--- src/rtl/maint_pkg.sv ---
package maint_pkg;

  typedef enum logic [1:0] {
    MOP_NONE      = 2'b00,
    MOP_FLUSH     = 2'b01,
    MOP_INV       = 2'b10,
    MOP_FLUSH_INV = 2'b11
  } maint_op_e;

  typedef logic [2:0] shamt_t;

  localparam logic [2:0] SEL_CTRL      = 3'd0;
  localparam logic [2:0] SEL_END       = 3'd1;
  localparam logic [2:0] SEL_START     = 3'd2;
  localparam logic [2:0] SEL_FLUSH_ALL = 3'd3;
  localparam logic [2:0] SEL_INV_ALL   = 3'd4;

  // log2 of the line size: 128 bytes for field 0, 64 bytes otherwise
  function automatic shamt_t line_shift(input logic lsz);
    return lsz ? shamt_t'(6) : shamt_t'(7);
  endfunction

  // region code 001 selects invalidate flavour, anything else flushes
  function automatic maint_op_e region_op(input logic [2:0] code, input logic mode);
    if (code == 3'b001) return mode ? MOP_FLUSH_INV : MOP_INV;
    return MOP_FLUSH;
  endfunction

  function automatic maint_op_e whole_inv_op(input logic mode);
    return mode ? MOP_FLUSH_INV : MOP_INV;
  endfunction

endpackage

--- src/rtl/maint_regs.sv ---
module maint_regs
  import maint_pkg::*;
#(
  parameter int AW          = 32,
  parameter int CACHE_BYTES = 4096
) (
  input  logic          clk,
  input  logic          rst_n,
  input  logic          we,
  input  logic [2:0]    sel,
  input  logic [31:0]   wdata,
  input  logic          busy,
  input  logic          cfg_lsz,
  output logic [31:0]   ctrl_rdata,
  output logic          launch,
  output logic [AW-1:0] launch_base,
  output logic [AW-1:0] launch_stop,
  output maint_op_e     launch_op,
  output shamt_t        launch_shift
);

  localparam logic [AW-1:0] WHOLE_STOP = AW'(CACHE_BYTES);

  logic          dis_q, mode_q;
  logic [2:0]    code_q;
  logic [AW-1:0] end_q;
  logic          accept;
  logic [AW-1:0] mask, start_al, end_al;
  logic          region_go, whole_go;

  function automatic logic [AW-1:0] line_mask(input shamt_t sh);
    return ~((AW'(1) << sh) - AW'(1));
  endfunction

  assign accept = we && !busy;

  always_ff @(posedge clk or negedge rst_n) begin
    if (!rst_n) begin
      dis_q  <= 1'b0;
      mode_q <= 1'b0;
      code_q <= 3'b000;
      end_q  <= '0;
    end else begin
      if (accept && sel == SEL_CTRL) begin
        dis_q  <= wdata[0];
        mode_q <= wdata[6];
        code_q <= wdata[11:9];
      end
      if (accept && sel == SEL_END) end_q <= wdata[AW-1:0];
    end
  end

  always_comb begin
    launch_shift = line_shift(cfg_lsz);
    mask         = line_mask(launch_shift);
    start_al     = wdata[AW-1:0] & mask;
    end_al       = end_q & mask;
    region_go    = accept && !dis_q && sel == SEL_START && (start_al < end_al);
    whole_go     = accept && !dis_q && wdata[0] &&
                   (sel == SEL_FLUSH_ALL || sel == SEL_INV_ALL);
    launch       = region_go || whole_go;
    launch_base  = region_go ? start_al : '0;
    launch_stop  = region_go ? end_al : WHOLE_STOP;
    if (region_go)              launch_op = region_op(code_q, mode_q);
    else if (sel == SEL_INV_ALL) launch_op = whole_inv_op(mode_q);
    else                         launch_op = MOP_FLUSH;
  end

  assign ctrl_rdata = {20'b0, code_q, busy, 1'b0, mode_q, 5'b0, dis_q};

endmodule

--- src/rtl/maint_walk.sv ---
module maint_walk
  import maint_pkg::*;
#(
  parameter int AW = 32
) (
  input  logic          clk,
  input  logic          rst_n,
  input  logic          launch,
  input  logic [AW-1:0] base,
  input  logic [AW-1:0] stop,
  input  maint_op_e     op,
  input  shamt_t        shift,
  input  logic          req_ready,
  output logic          req_valid,
  output logic [AW-1:0] req_addr,
  output logic [1:0]    req_op,
  output logic          busy,
  output logic          hs,
  output logic          last_hs,
  output logic [AW-1:0] step
);

  logic          busy_q;
  logic [AW-1:0] cur_q, stop_q;
  maint_op_e     op_q;
  shamt_t        shift_q;
  logic [AW:0]   next_addr;

  function automatic logic [AW:0] advance(input logic [AW-1:0] a, input logic [AW-1:0] s);
    return {1'b0, a} + {1'b0, s};
  endfunction

  assign step      = AW'(1) << shift_q;
  assign next_addr = advance(cur_q, step);
  assign hs        = busy_q && req_ready;
  assign last_hs   = hs && (next_addr >= {1'b0, stop_q});

  always_ff @(posedge clk or negedge rst_n) begin
    if (!rst_n) begin
      busy_q  <= 1'b0;
      cur_q   <= '0;
      stop_q  <= '0;
      op_q    <= MOP_NONE;
      shift_q <= shamt_t'(7);
    end else if (launch) begin
      busy_q  <= 1'b1;
      cur_q   <= base;
      stop_q  <= stop;
      op_q    <= op;
      shift_q <= shift;
    end else if (hs) begin
      if (last_hs) busy_q <= 1'b0;
      else         cur_q  <= next_addr[AW-1:0];
    end
  end

  assign busy      = busy_q;
  assign req_valid = busy_q;
  assign req_addr  = cur_q;
  assign req_op    = busy_q ? op_q : MOP_NONE;

endmodule

--- src/rtl/maint_region_engine.sv ---
module maint_region_engine
  import maint_pkg::*;
#(
  parameter int AW          = 32,
  parameter int CACHE_BYTES = 4096
) (
  input  logic          clk,
  input  logic          rst_n,
  input  logic          reg_we,
  input  logic [2:0]    reg_sel,
  input  logic [31:0]   reg_wdata,
  output logic [31:0]   ctrl_rdata,
  input  logic          cfg_lsz,
  output logic          req_valid,
  input  logic          req_ready,
  output logic [AW-1:0] req_addr,
  output logic [1:0]    req_op
);

  logic          busy, launch, hs, last_hs;
  logic [AW-1:0] launch_base, launch_stop, step;
  maint_op_e     launch_op;
  shamt_t        launch_shift;

  maint_regs #(.AW(AW), .CACHE_BYTES(CACHE_BYTES)) u_regs (
    .clk(clk), .rst_n(rst_n), .we(reg_we), .sel(reg_sel), .wdata(reg_wdata),
    .busy(busy), .cfg_lsz(cfg_lsz), .ctrl_rdata(ctrl_rdata), .launch(launch),
    .launch_base(launch_base), .launch_stop(launch_stop),
    .launch_op(launch_op), .launch_shift(launch_shift)
  );

  maint_walk #(.AW(AW)) u_walk (
    .clk(clk), .rst_n(rst_n), .launch(launch), .base(launch_base),
    .stop(launch_stop), .op(launch_op), .shift(launch_shift),
    .req_ready(req_ready), .req_valid(req_valid), .req_addr(req_addr),
    .req_op(req_op), .busy(busy), .hs(hs), .last_hs(last_hs), .step(step)
  );

endmodule

--- config.mk ---
export PLATFORM = sky130hd
export DESIGN_NAME = maint_region_engine
export DESIGN_NICKNAME = d
export VERILOG_FILES = /design/src/rtl/maint_pkg.sv /design/src/rtl/maint_regs.sv /design/src/rtl/maint_walk.sv /design/src/rtl/maint_region_engine.sv
export SDC_FILE = /design/constraint.sdc
export NUM_CORES = 1
export LEC_CHECK = 0
export ABC_AREA = 1
export BUFFER_PORTS_ARGS = -buffer_cell sky130_fd_sc_hd__buf_2
export CAP_MARGIN = 20
export CELL_PAD_IN_SITES_DETAIL_PLACEMENT = 0
export CELL_PAD_IN_SITES_GLOBAL_PLACEMENT = 1
export CORE_MARGIN = 3
export CORE_UTILIZATION = 37
export DETAILED_ROUTE_END_ITERATION = 10
export PLACE_DENSITY = 0.82
export SYNTH_ARGS = -nofsm -noshare
export SYNTH_HDL_FRONTEND = slang
export SYNTH_SLANG_ARGS = --single-unit
--- constraint.sdc ---
create_clock -name clk -period 2.84 [get_ports clk]
set_input_delay 0.142 -clock clk [delete_from_list [all_inputs] [get_ports clk]]
set_output_delay 0.142 -clock clk [all_outputs]
set_load 0.02 [all_outputs]
==> results.sh <==
export IMPL_clkLatencyLatePin_ns=0.34
export IMPL_async_flop_share=1.00
export IMPL_cts_clk_slew_worst_paths_ns=0.06
export IMPL_fp_dieW_um=135
export IMPL_ios=107
export IMPL_viasPerCell=4.86
export IMPL_worstPathMaxFanout=13
export IMPL_cts_tree="built"
export IMPL_status="finished, violations left"
export IMPL_syn2layout_area_growth_pct=26.1
export IMPL_finalSetupViolCount=27
export IMPL_clockBufferDepth=2
export IMPL_drt_initial_drc_count=448
export IMPL_seq_area_frac_synth=0.352
export IMPL_antenna_found_initial=0
export IMPL_diodes=0
export IMPL_root_buffer="clkbuf_16"
export IMPL_hp_class="in2reg"
export IMPL_synthCells=838
export IMPL_finalPower_mw=7.74
export IMPL_synth_seq_cells=87
export IMPL_place_ws_ns=-0.362
export IMPL_rsz0062_at_grt="true"
export IMPL_skew_ns=0.00746
export IMPL_drive_above_1_share=0.256
export IMPL_initial_core_util=0.384
export IMPL_irDropWorstVdd_uv=351
export IMPL_core_area_mm2=0.0161
export IMPL_fin_crit_ns=3.18
export IMPL_worst_slack_ns=-0.338
export IMPL_drv_cap=0
export IMPL_synth_edf_count=0
export IMPL_slew_headroom=0.593
export IMPL_cp_required_ns=3.07
export IMPL_p_per_area_mw_per_mm2=991
export IMPL_synth_flop_cell="dfrtp_1"
export IMPL_grt_pass1_vias=5328
export IMPL_htree_levels=3
export IMPL_violations="negative setup slack"
export IMPL_max_freq_ghz=0.315
export IMPL_drv_slew=0
export IMPL_gp_congestion=0.813
export IMPL_startpoint_type="flip-flop"
export IMPL_p_leak_nw=4.30
export IMPL_fp_dieH_um=135
export IMPL_crit_type="reg2reg"
export IMPL_rows=46
export IMPL_netlist_area_mm2=0.00619
export IMPL_nNetsFinal=1044
export IMPL_synth_warnings=0
export IMPL_cts_made_buffers=9
export IMPL_via_count=5676
export IMPL_synth_cell_type_count=34
export IMPL_hpwl_um=13000
export IMPL_endpoint_kind="flip-flop"
export IMPL_drtAntennaViolNets=0
export IMPL_grt_max_degree=53
export IMPL_dieArea_mm2=0.0183
export IMPL_hold_viol=0
export IMPL_firstDrtPassIters=5
export IMPL_nFillCells=1630
export IMPL_cts_sinks=87
export IMPL_drc_errors=0
export IMPL_wl_um=17500
export IMPL_track_usage=0.190
export IMPL_grt_pass1_wl_um=27800
export IMPL_wl_per_cell_um=14.9
export IMPL_worst_pin_slew_ns=0.610
export IMPL_syn_area_per_cell_um2=7.39
export IMPL_overflow=0
export IMPL_arrival_ns=3.41
export IMPL_port_buffers=69
export IMPL_timing_final_crit_share=1.12
==> worst max-delay path, cell delays in order, from the launching register on <==
cell and delay [ns]:
dfstp_2 0.53, inv_2 0.04, ha_4 0.15, fa_2 0.37, nand2_2 0.11, nor2_4 0.05, nand2_2 0.07, nor2_4 0.04
xnor2_1 0.17, inv_1 0.11, ha_4 0.28, nand2_2 0.06, nor2_2 0.11, and2_1 0.13, nand2_1 0.04, nand3_1 0.07
nand2_1 0.05, nand2_1 0.07, nand2_2 0.07, nand3_4 0.21, nand2_8 0.13, nand2_1 0.13, nand2_1 0.06
==> synth_stat cells, drive strengths merged, types with 3 or more instances <==
library cell	n	area share
o22ai	25	0.025
o21ai	17	0.014
nand2	225	0.14
xnor2	7	0.0099
a21o	5	0.0061
and2	3	0.0030
nand4	35	0.035
a21oi	42	0.035
nor2	77	0.048
nand3b	5	0.0061
clkbuf	13	0.0079
nand3	68	0.058
buf	51	0.059
nor3	3	0.0024
ha	55	0.11
inv	102	0.062
dfrtp	86	0.35
xor2	13	0.018
==> sequential cells by signal, summed over array words and instances, names as in the netlist <==
register         flops
u_walk.stop_q       26
u_walk.op_q          2
u_regs.end_q        26
u_regs.code_q        3
u_regs.dis_q         1
u_walk.shift_q       1
u_regs.mode_q        1
u_walk.busy          1
u_walk.req_addr     26
==> path summary, 6_finish.rpt <==
check	cells after the start	to	slack (ns)	startpoint
worst max-delay path	22	u_walk.req_addr[14]$_DFFE_PN0P_	-0.34	u_walk.shift_q[0]$_DFFE_PN1N_
worst min-delay path	2	u_walk.shift_q[0]$_DFFE_PN1N_	0.04	cfg_lsz
worst max register to register	22	u_walk.req_addr[14]$_DFFE_PN0P_	-0.34	u_walk.shift_q[0]$_DFFE_PN1N_
worst min register to register	2	u_regs.end_q[10]$_DFFE_PN0P_	0.49	u_regs.end_q[10]$_DFFE_PN0P_
max in group asynchronous	3	u_walk.stop_q[22]$_DFFE_PN0N_	1.83	rst_n
min in group asynchronous	2	u_regs.code_q[1]$_DFFE_PN0P_	0.35	rst_n
==> final cells by class <==
class / instances / area (µm²) / area share
Tap cell: 216 / 270 / 0.0346
Clock inverter: 2 / 12.5 / 0.00160
Multi-Input combinational cell: 617 / 3820 / 0.489
Sequential cell: 87 / 2180 / 0.279
Clock buffer: 14 / 284 / 0.0364
Timing Repair Buffer: 131 / 865 / 0.111
Inverter: 102 / 383 / 0.0490
==> cells in the final DEF (no fill, tap or decap), types with 4 or more instances in the layout <==
cell,count
nand2_1,196
inv_1,98
dfrtp_1,86
buf_2,68
nor2_1,66
buf_4,56
ha_1,47
nand3_1,42
a21oi_1,37
nand4_1,35
conb_1,32
nand2_2,26
nand3_2,25
o22ai_1,25
o21ai_0,12
clkbuf_16,10
xor2_1,9
ha_4,8
nor2_4,6
nand3b_1,5
nor2_2,5
a21oi_2,5
a21o_1,5
inv_2,4
xnor2_2,4
o21ai_1,4
clkbuf_8,4
==> report_power, final <==
group | switching, mW | internal (mW)
combinational | 2.56 | 1.78
clock | 0.483 | 0.688
sequential | 0.404 | 1.82
==> per-stage QoR <==
| step | hold slack, ns | instances | cell area (µm²) | setup TNS (ns) | utilization |
|---|---|---|---|---|---|
| 4_1_cts | 0.0354 | 1165 | 7410 | -8.56 | 0.460 |
| 2_1_floorplan | -0.154 | 869 | 6330 | -3.27 | - |
| 3_3_place_gp | 0.179 | 1140 | 6930 | -8.11 | 0.430 |
| 6_report | 0.0396 | 1169 | 7810 | -8.33 | 0.485 |
| 5_1_grt | 0.0420 | 1169 | 7810 | -12.96 | 0.485 |
| 3_5_place_dp | 0.190 | 1140 | 6930 | -9.00 | 0.430 |
==> per-layer routing <==
layer	vias to the layer above	global-route usage	part of all wire
li1	2873	-	-
met1	2650	0.294	0.50
met2	142	0.282	0.45
met3	11	0.0275	0.049
met4	0	0.0370	0.0090
met5	-	0	0
==> cells by family (layout without fill, tap and decap cells) <==
kind of cell    count (synthesis)  count (layout)  share of synthesized area
simple gates                  419             420                      0.297
other cells                     1              32                   0.000606
fa+ha+maj                      56              56                      0.114
compound gates                 89              89                     0.0796
xor+xnor                       20              20                     0.0283
flops                          87              87                      0.352
buf+inv                       166             249                      0.129
==> what timing repair did <==
action,in CTS,in global routing
buffers inserted,6,3
hold buffers,1,0
pin swaps,3,43
gates cloned,2,1
hold endpoints to repair,42,0
endpoints found under the setup margin,27,27
gates resized for setup,20,79
(Power assumes the default switching activity.)
